--- src/rtl/cs_decode_pkg.sv ---
package cs_decode_pkg;
  localparam int FIELD_W = 16;
  localparam int WORD_W  = 2 * FIELD_W;

  typedef struct packed {
    logic [FIELD_W-1:0] first_blk;
    logic [FIELD_W-1:0] last_blk;
  } bounds_t;
endpackage

--- src/rtl/csd_bounds_regs.sv ---
module csd_bounds_regs
  import cs_decode_pkg::*;
#(
  parameter int NUM_RANKS = 4,
  localparam int IDX_W = $clog2(NUM_RANKS)
) (
  input  logic              clk,
  input  logic              rst_n,
  input  logic              wr_en,
  input  logic [IDX_W-1:0]  wr_sel,
  input  logic [WORD_W-1:0] wr_word,
  output bounds_t           bounds [NUM_RANKS]
);
  bounds_t bounds_q [NUM_RANKS];
  bounds_t bounds_d [NUM_RANKS];
  logic [NUM_RANKS-1:0] load_en;

  for (genvar g = 0; g < NUM_RANKS; g++) begin : g_rank
    assign load_en[g] = wr_en && (wr_sel == IDX_W'(g));

    always_comb begin
      bounds_d[g] = bounds_q[g];
      if (load_en[g]) begin
        bounds_d[g] = bounds_t'(wr_word);
      end
    end

    always_ff @(posedge clk or negedge rst_n) begin
      if (!rst_n) begin
        bounds_q[g] <= '0;
      end else if (load_en[g]) begin
        bounds_q[g] <= bounds_d[g];
      end
    end

    assign bounds[g] = bounds_q[g];
  end
endmodule

--- src/rtl/csd_rank_match.sv ---
module csd_rank_match
  import cs_decode_pkg::*;
#(
  parameter int NUM_RANKS = 4
) (
  input  logic [FIELD_W-1:0]   blk,
  input  bounds_t              bounds [NUM_RANKS],
  output logic [NUM_RANKS-1:0] hit
);
  for (genvar g = 0; g < NUM_RANKS; g++) begin : g_cmp
    logic populated;
    logic above_first;
    logic below_last;

    assign populated   = (bounds[g].first_blk != bounds[g].last_blk);
    assign above_first = (blk >= bounds[g].first_blk);
    assign below_last  = (blk <= bounds[g].last_blk);
    assign hit[g]      = populated && above_first && below_last;
  end
endmodule

--- src/rtl/csd_priority_pick.sv ---
module csd_priority_pick #(
  parameter int NUM_RANKS = 4,
  localparam int IDX_W = $clog2(NUM_RANKS)
) (
  input  logic [NUM_RANKS-1:0] hit,
  output logic [NUM_RANKS-1:0] pick_onehot,
  output logic [IDX_W-1:0]     pick_idx,
  output logic                 none
);
  always_comb begin
    pick_onehot = '0;
    pick_idx    = '0;
    for (int i = NUM_RANKS - 1; i >= 0; i--) begin
      if (hit[i]) begin
        pick_onehot    = '0;
        pick_onehot[i] = 1'b1;
        pick_idx       = IDX_W'(i);
      end
    end
    none = (hit == '0);
  end
endmodule

--- src/rtl/cs_range_decoder.sv ---
module cs_range_decoder
  import cs_decode_pkg::*;
#(
  parameter int NUM_RANKS   = 4,
  parameter int ADDR_W      = 40,
  parameter int BLOCK_SHIFT = 24,
  localparam int IDX_W = $clog2(NUM_RANKS)
) (
  input  logic                 clk,
  input  logic                 rst_n,
  input  logic                 cfg_we,
  input  logic [IDX_W-1:0]     cfg_sel,
  input  logic [WORD_W-1:0]    cfg_wdata,
  input  logic                 addr_valid,
  input  logic [ADDR_W-1:0]    addr,
  output logic                 hit_valid,
  output logic [NUM_RANKS-1:0] cs_onehot,
  output logic [IDX_W-1:0]     rank_idx,
  output logic                 range_miss
);
  bounds_t              bounds [NUM_RANKS];
  logic [FIELD_W-1:0]   blk;
  logic [NUM_RANKS-1:0] hit;
  logic [NUM_RANKS-1:0] pick_onehot;
  logic [IDX_W-1:0]     pick_idx;
  logic                 pick_none;

  logic                 valid_d, valid_q;
  logic [NUM_RANKS-1:0] cs_d, cs_q;
  logic [IDX_W-1:0]     idx_d, idx_q;
  logic                 miss_d, miss_q;

  assign blk = addr[BLOCK_SHIFT +: FIELD_W];

  csd_bounds_regs #(.NUM_RANKS(NUM_RANKS)) u_regs (
    .clk     (clk),
    .rst_n   (rst_n),
    .wr_en   (cfg_we),
    .wr_sel  (cfg_sel),
    .wr_word (cfg_wdata),
    .bounds  (bounds)
  );

  csd_rank_match #(.NUM_RANKS(NUM_RANKS)) u_match (
    .blk    (blk),
    .bounds (bounds),
    .hit    (hit)
  );

  csd_priority_pick #(.NUM_RANKS(NUM_RANKS)) u_pick (
    .hit         (hit),
    .pick_onehot (pick_onehot),
    .pick_idx    (pick_idx),
    .none        (pick_none)
  );

  always_comb begin
    valid_d = addr_valid;
    cs_d    = cs_q;
    idx_d   = idx_q;
    miss_d  = miss_q;
    if (addr_valid) begin
      cs_d   = pick_onehot;
      idx_d  = pick_idx;
      miss_d = pick_none;
    end
  end

  always_ff @(posedge clk or negedge rst_n) begin
    if (!rst_n) begin
      valid_q <= 1'b0;
    end else begin
      valid_q <= valid_d;
    end
  end

  always_ff @(posedge clk or negedge rst_n) begin
    if (!rst_n) begin
      cs_q   <= '0;
      idx_q  <= '0;
      miss_q <= 1'b0;
    end else if (addr_valid) begin
      cs_q   <= cs_d;
      idx_q  <= idx_d;
      miss_q <= miss_d;
    end
  end

  assign hit_valid  = valid_q;
  assign cs_onehot  = cs_q;
  assign rank_idx   = idx_q;
  assign range_miss = miss_q;
endmodule

--- config.mk ---
export PLATFORM = sky130hd
export DESIGN_NAME = cs_range_decoder
export DESIGN_NICKNAME = d
export VERILOG_FILES = /design/src/rtl/cs_decode_pkg.sv /design/src/rtl/csd_bounds_regs.sv /design/src/rtl/csd_rank_match.sv /design/src/rtl/csd_priority_pick.sv /design/src/rtl/cs_range_decoder.sv
export SDC_FILE = /design/constraint.sdc
export NUM_CORES = 1
export LEC_CHECK = 0
export BUFFER_PORTS_ARGS = -buffer_cell sky130_fd_sc_hd__buf_2
export CORE_UTILIZATION = 50
export CTS_CLUSTER_SIZE = 14
export DETAILED_ROUTE_END_ITERATION = 8
export PLACE_DENSITY = 0.81
export SYNTH_ARGS = -nofsm -noshare
export SYNTH_HDL_FRONTEND = slang
export SYNTH_HIERARCHICAL = 1
export SYNTH_SLANG_ARGS = --single-unit
--- constraint.sdc ---
create_clock -name clk -period 2.9 [get_ports clk]
set_input_delay 0.145 -clock clk [delete_from_list [all_inputs] [get_ports clk]]
set_output_delay 0.145 -clock clk [all_outputs]
set_load 0.05 [all_outputs]
==> reports/qor.csv <==
stage,metric,value,unit
finish,design_area,0.0106,mm^2
placed_design,gp_congestion,0.935,
logic_synthesis,synth_seq_cells,136,
global_route,grt_start_max_net_pins,79,
finish,multiInputGateArea,0.00503,mm^2
sta,finalWorstPathRequiredPeriod,2.83,ns
logic_synthesis,synth_nets,1025,
cts,clock_latency,0.44,ns
sta,worstMarginPinSlew,0.765,ns
sta,max_freq,0.354,GHz
logic_synthesis,yosysUniqueCellTypes,41,
pwr,p_per_area,715,mW/mm^2
logic_synthesis,syn-cell-area,0.00896,mm^2
pwr,power,0.00757,W
cts,cts_htree_levels,4,
finish,nets,1135,
setup_path,crit_arrival,3.21,ns
detailed_routing,dr_total_vias,6559,
setup_path,cpLargestDelayFamily,simple AND/OR/NAND/NOR gates,
logic_synthesis,syn_inst,819,
detailed_routing,drtAntennaViolNets,0,
setup_path,worstSetupEndpointType,register,
global_route,grt_pass1_vias,6700,
finish,antenna_cells,0,
sta,setup_viol,0,
detailed_routing,firstDrtPassIters,7,
detailed_routing,drc,0,
finish,syn_to_final_growth,18.0,%
sta,finClkSkew,0.00944,ns
cts,cts.clk_slew.worst_paths,0.06,ns
placed_design,postPlaceCellArea,0.00963,mm^2
finish,fin_cells,1167,
placed_design,place.detailed.hpwl,17400,um
logic_synthesis,post_synth.cell_area_avg,10.9,um^2
outcome,status,"complete, no violations",
die,die-area,0.0185,mm^2
finish,drive_gt1_share,26.4,%
global_route,grt_pass1_wl,36700,um
setup_path,critPathMaxFanout,4,
detailed_routing,avgViaCountPerCell,5.62,
finish,final_util,60.8,%
logic_synthesis,yosysWarnings,6,
cts,clock_sinks,136,
setup_path,startpoint_type,register,
finish,ff_latch_area,0.00340,mm^2
setup_path,path_cells,"inv_1, ha_1, nand4_1, nor4_4, o211ai_1, o211a_1, nor4_2, buf_4, nor3b_1, mux2_4",
pwr,peakVddDrop,0.460,mV
detailed_routing,routedWlPerCell,20.0,um
cts,cts_tree,done,
cts,cts_root_buf,clkbuf_16,
detailed_routing,routed_wl,23300,um
cts,cts.path.max_buffers,2,
setup_path,cp_slowest_cell,nor4_4,
sta,whs,0.0149,ns
die,die_w,136,um
logic_synthesis,netlist_top_cells_area,"dfrtp_1, ha_1, mux2_2",
setup_path,crit_required,3.28,ns
cts,cts_made_buffers,17,
pwr,p_leak,5.10,nW
detailed_routing,drtIter0Drc,456,
sta,finalHoldViolCount,0,
die,coreArea,0.0174,mm^2
sta,drv_slew,0,
setup_path,path_class,register to register,
global_route,antenna_found_initial,0,
logic_synthesis,synthFlopType,dfrtp_1,
placed_design,dp.cells,1109,
logic_synthesis,yosysTopAreaCell,dfrtp_1,
logic_synthesis,netlist.area_leader.share,38.0,%
die,initial_core_util,51.5,%
sta,relSlewSlack,48.8,%
finish,num-fill-cells,1426,
sta,rsz0062_at_grt,false,
global_route,gr-total-overflow,0,
flow_run,maxCapViolCount,0,
sta,period_share,97.5,%
logic_synthesis,synth_edf_count,0,
setup_path,critPathBufInv,2,
global_route,track_usage,27.2,%
die,num_rows,48,
logic_synthesis,yosysSeqAreaShare,38.0,%
min_path,hp-class,primary input to register,
logic_synthesis,ys_async_sr_fraction,100,%
die,pin_count,86,
die,die_y,136,um
placed_design,numPortBuffers,61,
setup_path,critPathMaxStageDelay,0.42,ns
report_power, final:
group / switching, W / internal [W] / leakage [nW] / total, W
sequential: 0.000383 / 0.00228 / 1.62 / 0.00266
clock: 0.000851 / 0.00163 / 0.320 / 0.00248
combinational: 0.00131 / 0.00112 / 3.16 / 0.00242
total: 0.00254 / 0.00503 / 5.10 / 0.00757
final timing paths:
path                                                    start                            end  slack [ns]  cells after the start
worst min-delay path                            cfg_wdata[20]  u_regs/bounds[20]$_DFFE_PN0P_        0.01                      2
worst max register to register  u_regs/bounds[60]$_DFFE_PN0P_       cs_onehot[2]$_DFFE_PN0P_        0.07                     10
worst max-delay path            u_regs/bounds[60]$_DFFE_PN0P_       cs_onehot[2]$_DFFE_PN0P_        0.07                     10
min in group asynchronous                               rst_n  u_regs/bounds[23]$_DFFE_PN0P_        0.32                      2
worst min register to register         range_miss$_DFFE_PN0P_         range_miss$_DFFE_PN0P_        0.51                      1
max in group asynchronous                               rst_n   u_regs/bounds[9]$_DFFE_PN0P_        1.86                      3
layer usage:
| metal | wire length (um) | up-vias | track usage, % |
|---|---|---|---|
| li1 | - | 3113 | - |
| met1 | 10400 | 3199 | 35.0 |
| met2 | 10700 | 200 | 42.8 |
| met3 | 1330 | 47 | 6.71 |
| met4 | 901 | 0 | 12.6 |
| met5 | 0 | - | 0 |
flip-flops by register name, summed over array words and instances (netlist names):
signal / count
cs_onehot: 4
hit_valid: 1
u_regs/bounds: 128
rank_idx: 2
range_miss: 1
cells by family after synthesis:
group           count (synthesis)  synth area share, %
compound gates                 93                 6.62
xor+xnor                       64                 6.25
fa+ha+maj                     128                 17.9
buf+inv                       140                 6.24
flops                         136                 38.0
mux                           135                 17.3
simple gates                  123                 7.82
cells in the mapped netlist, types with 2 or more instances:
master and number:
a2111o_1 2, a2111oi_0 3, a211oi_1 2, a21o_1 8, a21oi_1 48, a221oi_1 3
buf_2 9, buf_4 4, dfrtp_1 136, ha_1 128, inv_1 126, mux2_1 2
mux2_2 126, mux2_4 7, nand2_1 22, nand2b_1 6, nand3_1 16, nand3b_1 2
nand4_1 42, nor2_1 8, nor2b_1 4, nor3_1 2, nor4_1 14, o211a_1 4
o211ai_1 6, o21a_1 6, o21ai_0 3, o21ai_1 3, or3_1 2, xnor2_1 64
layout make-up:
cell class	instances	share of cell area [%]
timing repair buffer	105	6.80
clock inverter	12	2.10
inverter	126	4.47
tap	225	2.66
clock buffer	20	4.22
sequential	136	32.2
multi-input combinational	543	47.6
per-stage QoR:
| stage | setup WS [ns] | TNS (ns) |
|---|---|---|
| final | 0.0717 | 0 |
| after global routing | 0.0278 | 0 |
| after CTS | 0.00371 | 0 |
| after detailed placement | -0.119 | -0.513 |
| after global placement | -0.0709 | -0.272 |
| after floorplan | 0.161 | 0 |
cells in the final DEF, fill, tap and decap left out, types with 6 or more instances in the layout:
master	synthesis	layout
dfrtp_1	136	136
ha_1	128	128
inv_1	126	126
mux2_2	126	126
xnor2_1	64	64
buf_2	9	60
a21oi_1	48	48
nand4_1	42	42
dlygate4sd3_1	0	26
nand2_1	22	22
clkbuf_16	0	17
buf_4	4	17
nand3_1	16	15
nor4_1	14	12
a21o_1	8	8
nor2_1	8	8
mux2_4	7	7
bufinv_16	0	6
o21a_1	6	6
nand2b_1	6	6
o211ai_1	6	6
repair_timing:
action                     4_1_cts  5_1_grt
resized for setup                1        2
setup endpoints to repair        5        5
hold buffers                    26        0
setup buffers                    0        0
hold endpoints to repair       153        0
pin swaps                        0        0
No activity file was read; power rests on OpenSTA's default activity.
